## src/rtl/dtimer_pkg.sv

```systemverilog
package dtimer_pkg;

    localparam int unsigned CTRL_W     = 2;
    localparam int unsigned IE_BIT     = 0;
    localparam int unsigned NH_BIT     = 1;

    localparam int unsigned OFS_COUNT  = 0;
    localparam int unsigned OFS_CTRL   = 1;
    localparam int unsigned OFS_LIMIT  = 2;

    typedef enum logic [1:0] {
        SEL_NONE  = 2'd0,
        SEL_COUNT = 2'd1,
        SEL_CTRL  = 2'd2,
        SEL_LIMIT = 2'd3
    } reg_sel_e;

    // Base address of each timer's register group
    function automatic int unsigned timer_base(int unsigned idx);
        if (idx == 0) return 32'h021;
        return 32'h100 * idx;
    endfunction

endpackage

```

## src/rtl/timer_addr_decode.sv

```systemverilog
module timer_addr_decode
    import dtimer_pkg::*;
#(
    parameter int unsigned ADDR_W     = 12,
    parameter int unsigned NUM_TIMERS = 2
) (
    input  logic              clk,
    input  logic              rst_n,
    input  logic [ADDR_W-1:0] addr_i,
    output reg_sel_e          sel_o [NUM_TIMERS]
);

    logic [NUM_TIMERS-1:0] hit;

    for (genvar t = 0; t < NUM_TIMERS; t++) begin : g_dec
        localparam logic [ADDR_W-1:0] BASE = ADDR_W'(timer_base(t));
        always_comb begin
            sel_o[t] = SEL_NONE;
            if (addr_i == BASE + ADDR_W'(OFS_COUNT))      sel_o[t] = SEL_COUNT;
            else if (addr_i == BASE + ADDR_W'(OFS_CTRL))  sel_o[t] = SEL_CTRL;
            else if (addr_i == BASE + ADDR_W'(OFS_LIMIT)) sel_o[t] = SEL_LIMIT;
        end
        assign hit[t] = (sel_o[t] != SEL_NONE);
    end


    one_group_chk: assert property (@(posedge clk) disable iff (!rst_n)
        $onehot0(hit));

endmodule

```

## src/rtl/timer_channel.sv

```systemverilog
module timer_channel
    import dtimer_pkg::*;
#(
    parameter int unsigned DATA_W = 32
) (
    input  logic              clk,
    input  logic              rst_n,
    input  logic              halted_i,
    input  reg_sel_e          sel_i,
    input  logic              we_i,
    input  logic [DATA_W-1:0] wdata_i,
    output logic [DATA_W-1:0] rdata_o,
    output logic              irq_o
);

    typedef struct packed {
        logic [DATA_W-1:0] count;
        logic [DATA_W-1:0] limit;
        logic              nh;
        logic              ie;
        logic              pend;
    } chan_state_t;

    chan_state_t state_d, state_q;
    logic        advance, at_limit, wr_count, wr_ctrl, wrap;

    always_comb begin
        wr_count = we_i && (sel_i == SEL_COUNT);
        wr_ctrl  = we_i && (sel_i == SEL_CTRL);
        advance  = state_q.nh ? !halted_i : 1'b1;
        at_limit = (state_q.count == state_q.limit);
        wrap     = advance && at_limit && !wr_count;

        state_d = state_q;
        if (advance) begin
            state_d.count = at_limit ? '0 : state_q.count + 1'b1;
        end
        if (wrap && state_q.ie) begin
            state_d.pend = 1'b1;
        end
        if (we_i) begin
            case (sel_i)
                SEL_COUNT: state_d.count = wdata_i;
                SEL_LIMIT: state_d.limit = wdata_i;
                SEL_CTRL: begin
                    state_d.ie   = wdata_i[IE_BIT];
                    state_d.nh   = wdata_i[NH_BIT];
                    state_d.pend = 1'b0;
                end
                default: ;
            endcase
        end
    end

    always_ff @(posedge clk or negedge rst_n) begin
        if (!rst_n) state_q <= '0;
        else        state_q <= state_d;
    end

    always_comb begin
        case (sel_i)
            SEL_COUNT: rdata_o = state_q.count;
            SEL_LIMIT: rdata_o = state_q.limit;
            SEL_CTRL:  rdata_o = {{(DATA_W-CTRL_W){1'b0}}, state_q.nh, state_q.ie};
            default:   rdata_o = '0;
        endcase
    end

    assign irq_o = state_q.pend;


    count_load_chk: assert property (@(posedge clk) disable iff (!rst_n)
        (we_i && sel_i == SEL_COUNT) |=> (state_q.count == $past(wdata_i)));


    halt_hold_chk: assert property (@(posedge clk) disable iff (!rst_n)
        (state_q.nh && halted_i && !(we_i && sel_i == SEL_COUNT)) |=> $stable(state_q.count));


    wrap_zero_chk: assert property (@(posedge clk) disable iff (!rst_n)
        (!(state_q.nh && halted_i) && state_q.count == state_q.limit
         && !(we_i && sel_i == SEL_COUNT)) |=> (state_q.count == '0));


    no_irq_without_ie_chk: assert property (@(posedge clk) disable iff (!rst_n)
        (!state_q.ie && !irq_o) |=> !irq_o);


    ack_clear_chk: assert property (@(posedge clk) disable iff (!rst_n)
        (we_i && sel_i == SEL_CTRL) |=> !irq_o);


    irq_sticky_chk: assert property (@(posedge clk) disable iff (!rst_n)
        (irq_o && !(we_i && sel_i == SEL_CTRL)) |=> irq_o);

endmodule

```

## src/rtl/dual_interval_timer.sv

```systemverilog
module dual_interval_timer
    import dtimer_pkg::*;
#(
    parameter int unsigned ADDR_W     = 12,
    parameter int unsigned DATA_W     = 32,
    parameter int unsigned NUM_TIMERS = 2
) (
    input  logic                  clk,
    input  logic                  rst_n,
    input  logic                  cpu_halted,
    input  logic [ADDR_W-1:0]     reg_addr,
    input  logic                  reg_we,
    input  logic [DATA_W-1:0]     reg_wdata,
    output logic [DATA_W-1:0]     reg_rdata,
    output logic [NUM_TIMERS-1:0] irq
);

    reg_sel_e          sel   [NUM_TIMERS];
    logic [DATA_W-1:0] rdata [NUM_TIMERS];

    timer_addr_decode #(
        .ADDR_W     (ADDR_W),
        .NUM_TIMERS (NUM_TIMERS)
    ) u_decode (
        .clk    (clk),
        .rst_n  (rst_n),
        .addr_i (reg_addr),
        .sel_o  (sel)
    );

    for (genvar t = 0; t < NUM_TIMERS; t++) begin : g_chan
        timer_channel #(
            .DATA_W (DATA_W)
        ) u_chan (
            .clk      (clk),
            .rst_n    (rst_n),
            .halted_i (cpu_halted),
            .sel_i    (sel[t]),
            .we_i     (reg_we),
            .wdata_i  (reg_wdata),
            .rdata_o  (rdata[t]),
            .irq_o    (irq[t])
        );
    end

    always_comb begin
        reg_rdata = '0;
        for (int t = 0; t < NUM_TIMERS; t++) begin
            reg_rdata = reg_rdata | rdata[t];
        end
    end

endmodule

```

## config.mk

```make
export PLATFORM = sky130hd
export DESIGN_NAME = dual_interval_timer
export DESIGN_NICKNAME = d
export VERILOG_FILES = /design/src/rtl/dtimer_pkg.sv /design/src/rtl/timer_addr_decode.sv /design/src/rtl/timer_channel.sv /design/src/rtl/dual_interval_timer.sv
export SDC_FILE = /design/constraint.sdc
export NUM_CORES = 1
export LEC_CHECK = 0
export ABC_AREA = 1
export BUFFER_PORTS_ARGS = -buffer_cell sky130_fd_sc_hd__buf_2
export CAP_MARGIN = 5
export CORE_ASPECT_RATIO = 1.2
export CORE_MARGIN = 2
export CORE_UTILIZATION = 65
export DETAILED_ROUTE_END_ITERATION = 10
export GPL_TIMING_DRIVEN = 0
export PLACE_DENSITY_LB_ADDON = 0.15
export SYNTH_ARGS = -nofsm -noshare
export SYNTH_HDL_FRONTEND = slang
export SYNTH_SLANG_ARGS = --single-unit
```

## constraint.sdc

```tcl
create_clock -name clk -period 3.9 [get_ports clk]
set_input_delay 0.585 -clock clk [delete_from_list [all_inputs] [get_ports clk]]
set_output_delay 0.585 -clock clk [all_outputs]
set_load 0.02 [all_outputs]
```

==> results.toml <==
[status]
run_status = "finished, final reports clean"

[timing]
relSlewSlack_pct = 56.27
fin_skew_ns = 0.006701
setup_ws_ns = 0.8948
timing.fmax_mhz = 332.8
setup_viol = 0
hold_violations = 0
finalCritPeriodShare_pct = 77.06
drv_slew = 0
min_period_ns = 3.005
worstMarginPinSlew_ns = 0.6559
fin_setup_tns_ns = 0
rsz0062_at_grt = "no"

[setup_path]
cp.arrival_ns = 2.42
cp_common_cell = "buf_2"
r2r_cells = 9
path_buf_inv = 5
slowest_delay_ns = 0.36
worstPathMaxFanout = 10
slowest_stage = "o2111ai_1"
cp-startpoint = "reg_addr[11]"
path_class = "in2out"
r2r-start = "g_chan[1].u_chan.state_q[36]"
crit_family = "buffers and inverters"
cp.required_ns = 3.31
worstSetupPathDepth = 10
path_cells = "buf_2, nor2_1, inv_1, nor2_2, nand2_2, nor2_4, inv_2, clkbuf_1, o2111ai_1, buf_2"
endpoint_kind = "output port"
crit_path_start_kind = "input port"

[logic_synthesis]
async_flop_share_pct = 100.0
synth_xor_area_share_pct = 5.797
yosysTopAreaCell = "dfrtp_1"
ys.flop_type = "dfrtp_1"
synth_edf_count = 0
netlist_area_um2 = 9065
ys_top_cells_by_count = "435 x nand2_1, 155 x inv_1, 134 x dfrtp_1, 89 x o21ai_0, 87 x nor2_1"
synth_simple_gate_area_share_pct = 33.86
synth-seq-area-share_pct = 36.99
synthMuxAreaShare_pct = 3.395
synth_fa_ha_area_share_pct = 0.2761
syn_nets = 1345
synth_top_family_by_area = "simple AND/OR/NAND/NOR gates"
synth_area_leaders = "dfrtp_1 37%, nand2_1 18%, inv_1 6.4%"
synth-compound-area-share_pct = 9.772
yosysMostFrequentCell = "nand2_1"
syn_area_per_cell_um2 = 7.000
syn_inst = 1295
synth_cell_types = 37
yosys_warnings = 0
yosysTopAreaCellShare_pct = 36.99
ys_ff_latch = 134

[layout]
area_growth_pct = 13.84
antenna_cells = 0
design_area_um2 = 10320
nets = 1444
drive_gt1_share_pct = 14.57
stdcell_count = 1578
fillers = 1149

[global_routing]
track_usage_pct = 43.20
grt_first_pass_wirelength_um = 48310
grt_max_degree = 84
antenna_found_initial = 0
grt-ovfl-total = 0
grt_pass1_vias = 9089

[clocking]
clock_path_buffers = 2
cts_tree = "built"
cts_resized = 0
clk_latency_ns = 0.42
post_cts_buffers = 0
cts_root_buf = "clkbuf_16"
clk_pin_slew_ns = 0.06
htreeDepth = 4
clock_sinks = 134
cts_buffers = 17
postCtsHoldBufs = 0

[place]
dpl_cell_area_um2 = 9708
dp.cells = 1546
dp_hpwl_um = 24970
routabilityCongestion = 1.060
port_buffers = 79
place_ws_ns = 0.9441

[route]
via_count = 9333
routed_via_density = 5.914
route.detailed.wl_per_inst_um = 19.96
firstDrtPassIters = 6
drcViolationCount = 0
ant_nets = 0
first_iter_violations = 983
routed_wl_um = 31500

[min_path]
min_path_type = "in2async"

[job]
cap_violations = 0

[floorplanning]
fp.coreArea_um2 = 13700
initial_core_util_pct = 66.16
pin_count = 82
die_area_um2 = 14910
fp.dieW_um = 111.8
rows = 47
die_h_um = 133.4

[power]
pwr_density_cell_nw_per_um2 = 425.4
finalPower_mw = 4.390
irDropWorstVdd_uv = 434.5
leakagePower_nw = 5.377
[layout make-up]
class	instances	area, µm²	share of cell area [%]
clock inverter	8	120.1	1.164
inverter	166	624.3	6.050
clock buffer	24	491.7	4.765
sequential	134	3353	32.49
tap	171	214.0	2.073
buffer	49	274.0	2.655
timing repair buffer	80	429.2	4.159
multi-input combinational	946	4813	46.64
[routing by layer]
layer	share of wire [%]	track usage, %
met5	0	0
met4	6.8	26.27
met1	36	53.15
met2	46	69.26
met3	11	9.964
[registers in the layout, summed over array words and instances, names as in the netlist]
register	flops
g_chan.u_chan.state_q	132
g_chan.u_chan.irq_o	2
[through the flow]
stage | util (%) | hold WS, ns
after floorplan | - | 0.2894
final | 75.32 | 0.09238
after detailed placement | 70.85 | 0.5131
after CTS | 75.32 | 0.1142
after global routing | 75.32 | 0.1301
after global placement | 70.61 | 0.4993
[worst register-to-register path, stage by stage (launching register included)]
cell and delay (ns):
dfrtp_1 0.42, xnor2_1 0.40, nand2_1 0.11, nor2_1 0.13, nand2_1 0.10, nor2_1 0.26
nand3_1 0.18, nand2_1 0.16, buf_2 0.28, o21ai_0 0.11
[placed cells by master (no fill, tap or decap), types with 3 or more instances in the layout]
master / n
inv_1: 155
xnor2_1: 22
buf_2: 96
dfrtp_1: 134
nor2_1: 87
o2111ai_1: 26
o22ai_1: 4
clkbuf_1: 15
nor2_4: 5
nand2_4: 3
bufinv_16: 3
o21ai_1: 29
nor3_1: 15
o21ai_0: 89
clkbuf_16: 17
nor2_2: 9
nand2_1: 435
a21oi_1: 7
clkbuf_2: 3
xor2_1: 38
buf_4: 11
clkbuf_8: 4
mux2_4: 19
inv_2: 9
nand2_2: 6
nor3_2: 3
buf_6: 4
clkinv_2: 4
nand3_1: 74
nand4_1: 62
[worst paths after layout]
kind	slack [ns]	to
min in group clk	0.40	g_chan[0].u_chan.state_q[8]
worst min register to register	0.52	g_chan[1].u_chan.irq_o
worst min-delay path	0.09	g_chan[0].u_chan.state_q[7]
worst max-delay path	0.89	reg_rdata[14]
max in group asynchronous	3.01	g_chan[1].u_chan.state_q[55]
worst max register to register	1.62	g_chan[1].u_chan.state_q[61]
[cell families after synthesis]
group                    Yosys count
adder cells (fa/ha/maj)            2
buffers and inverters            215
flip-flops                       134
AO/OA/AOI/OAI                    156
multiplexers                      21
AND/OR/NAND/NOR                  707
XOR/XNOR                          60
[where the power goes]
| group | internal (mW) | switching (mW) |
|---|---|---|
| registers | 1.53 | 0.218 |
| logic | 0.315 | 0.649 |
| clock network | 1.07 | 0.610 |
Power figures use the tool's default switching activity.
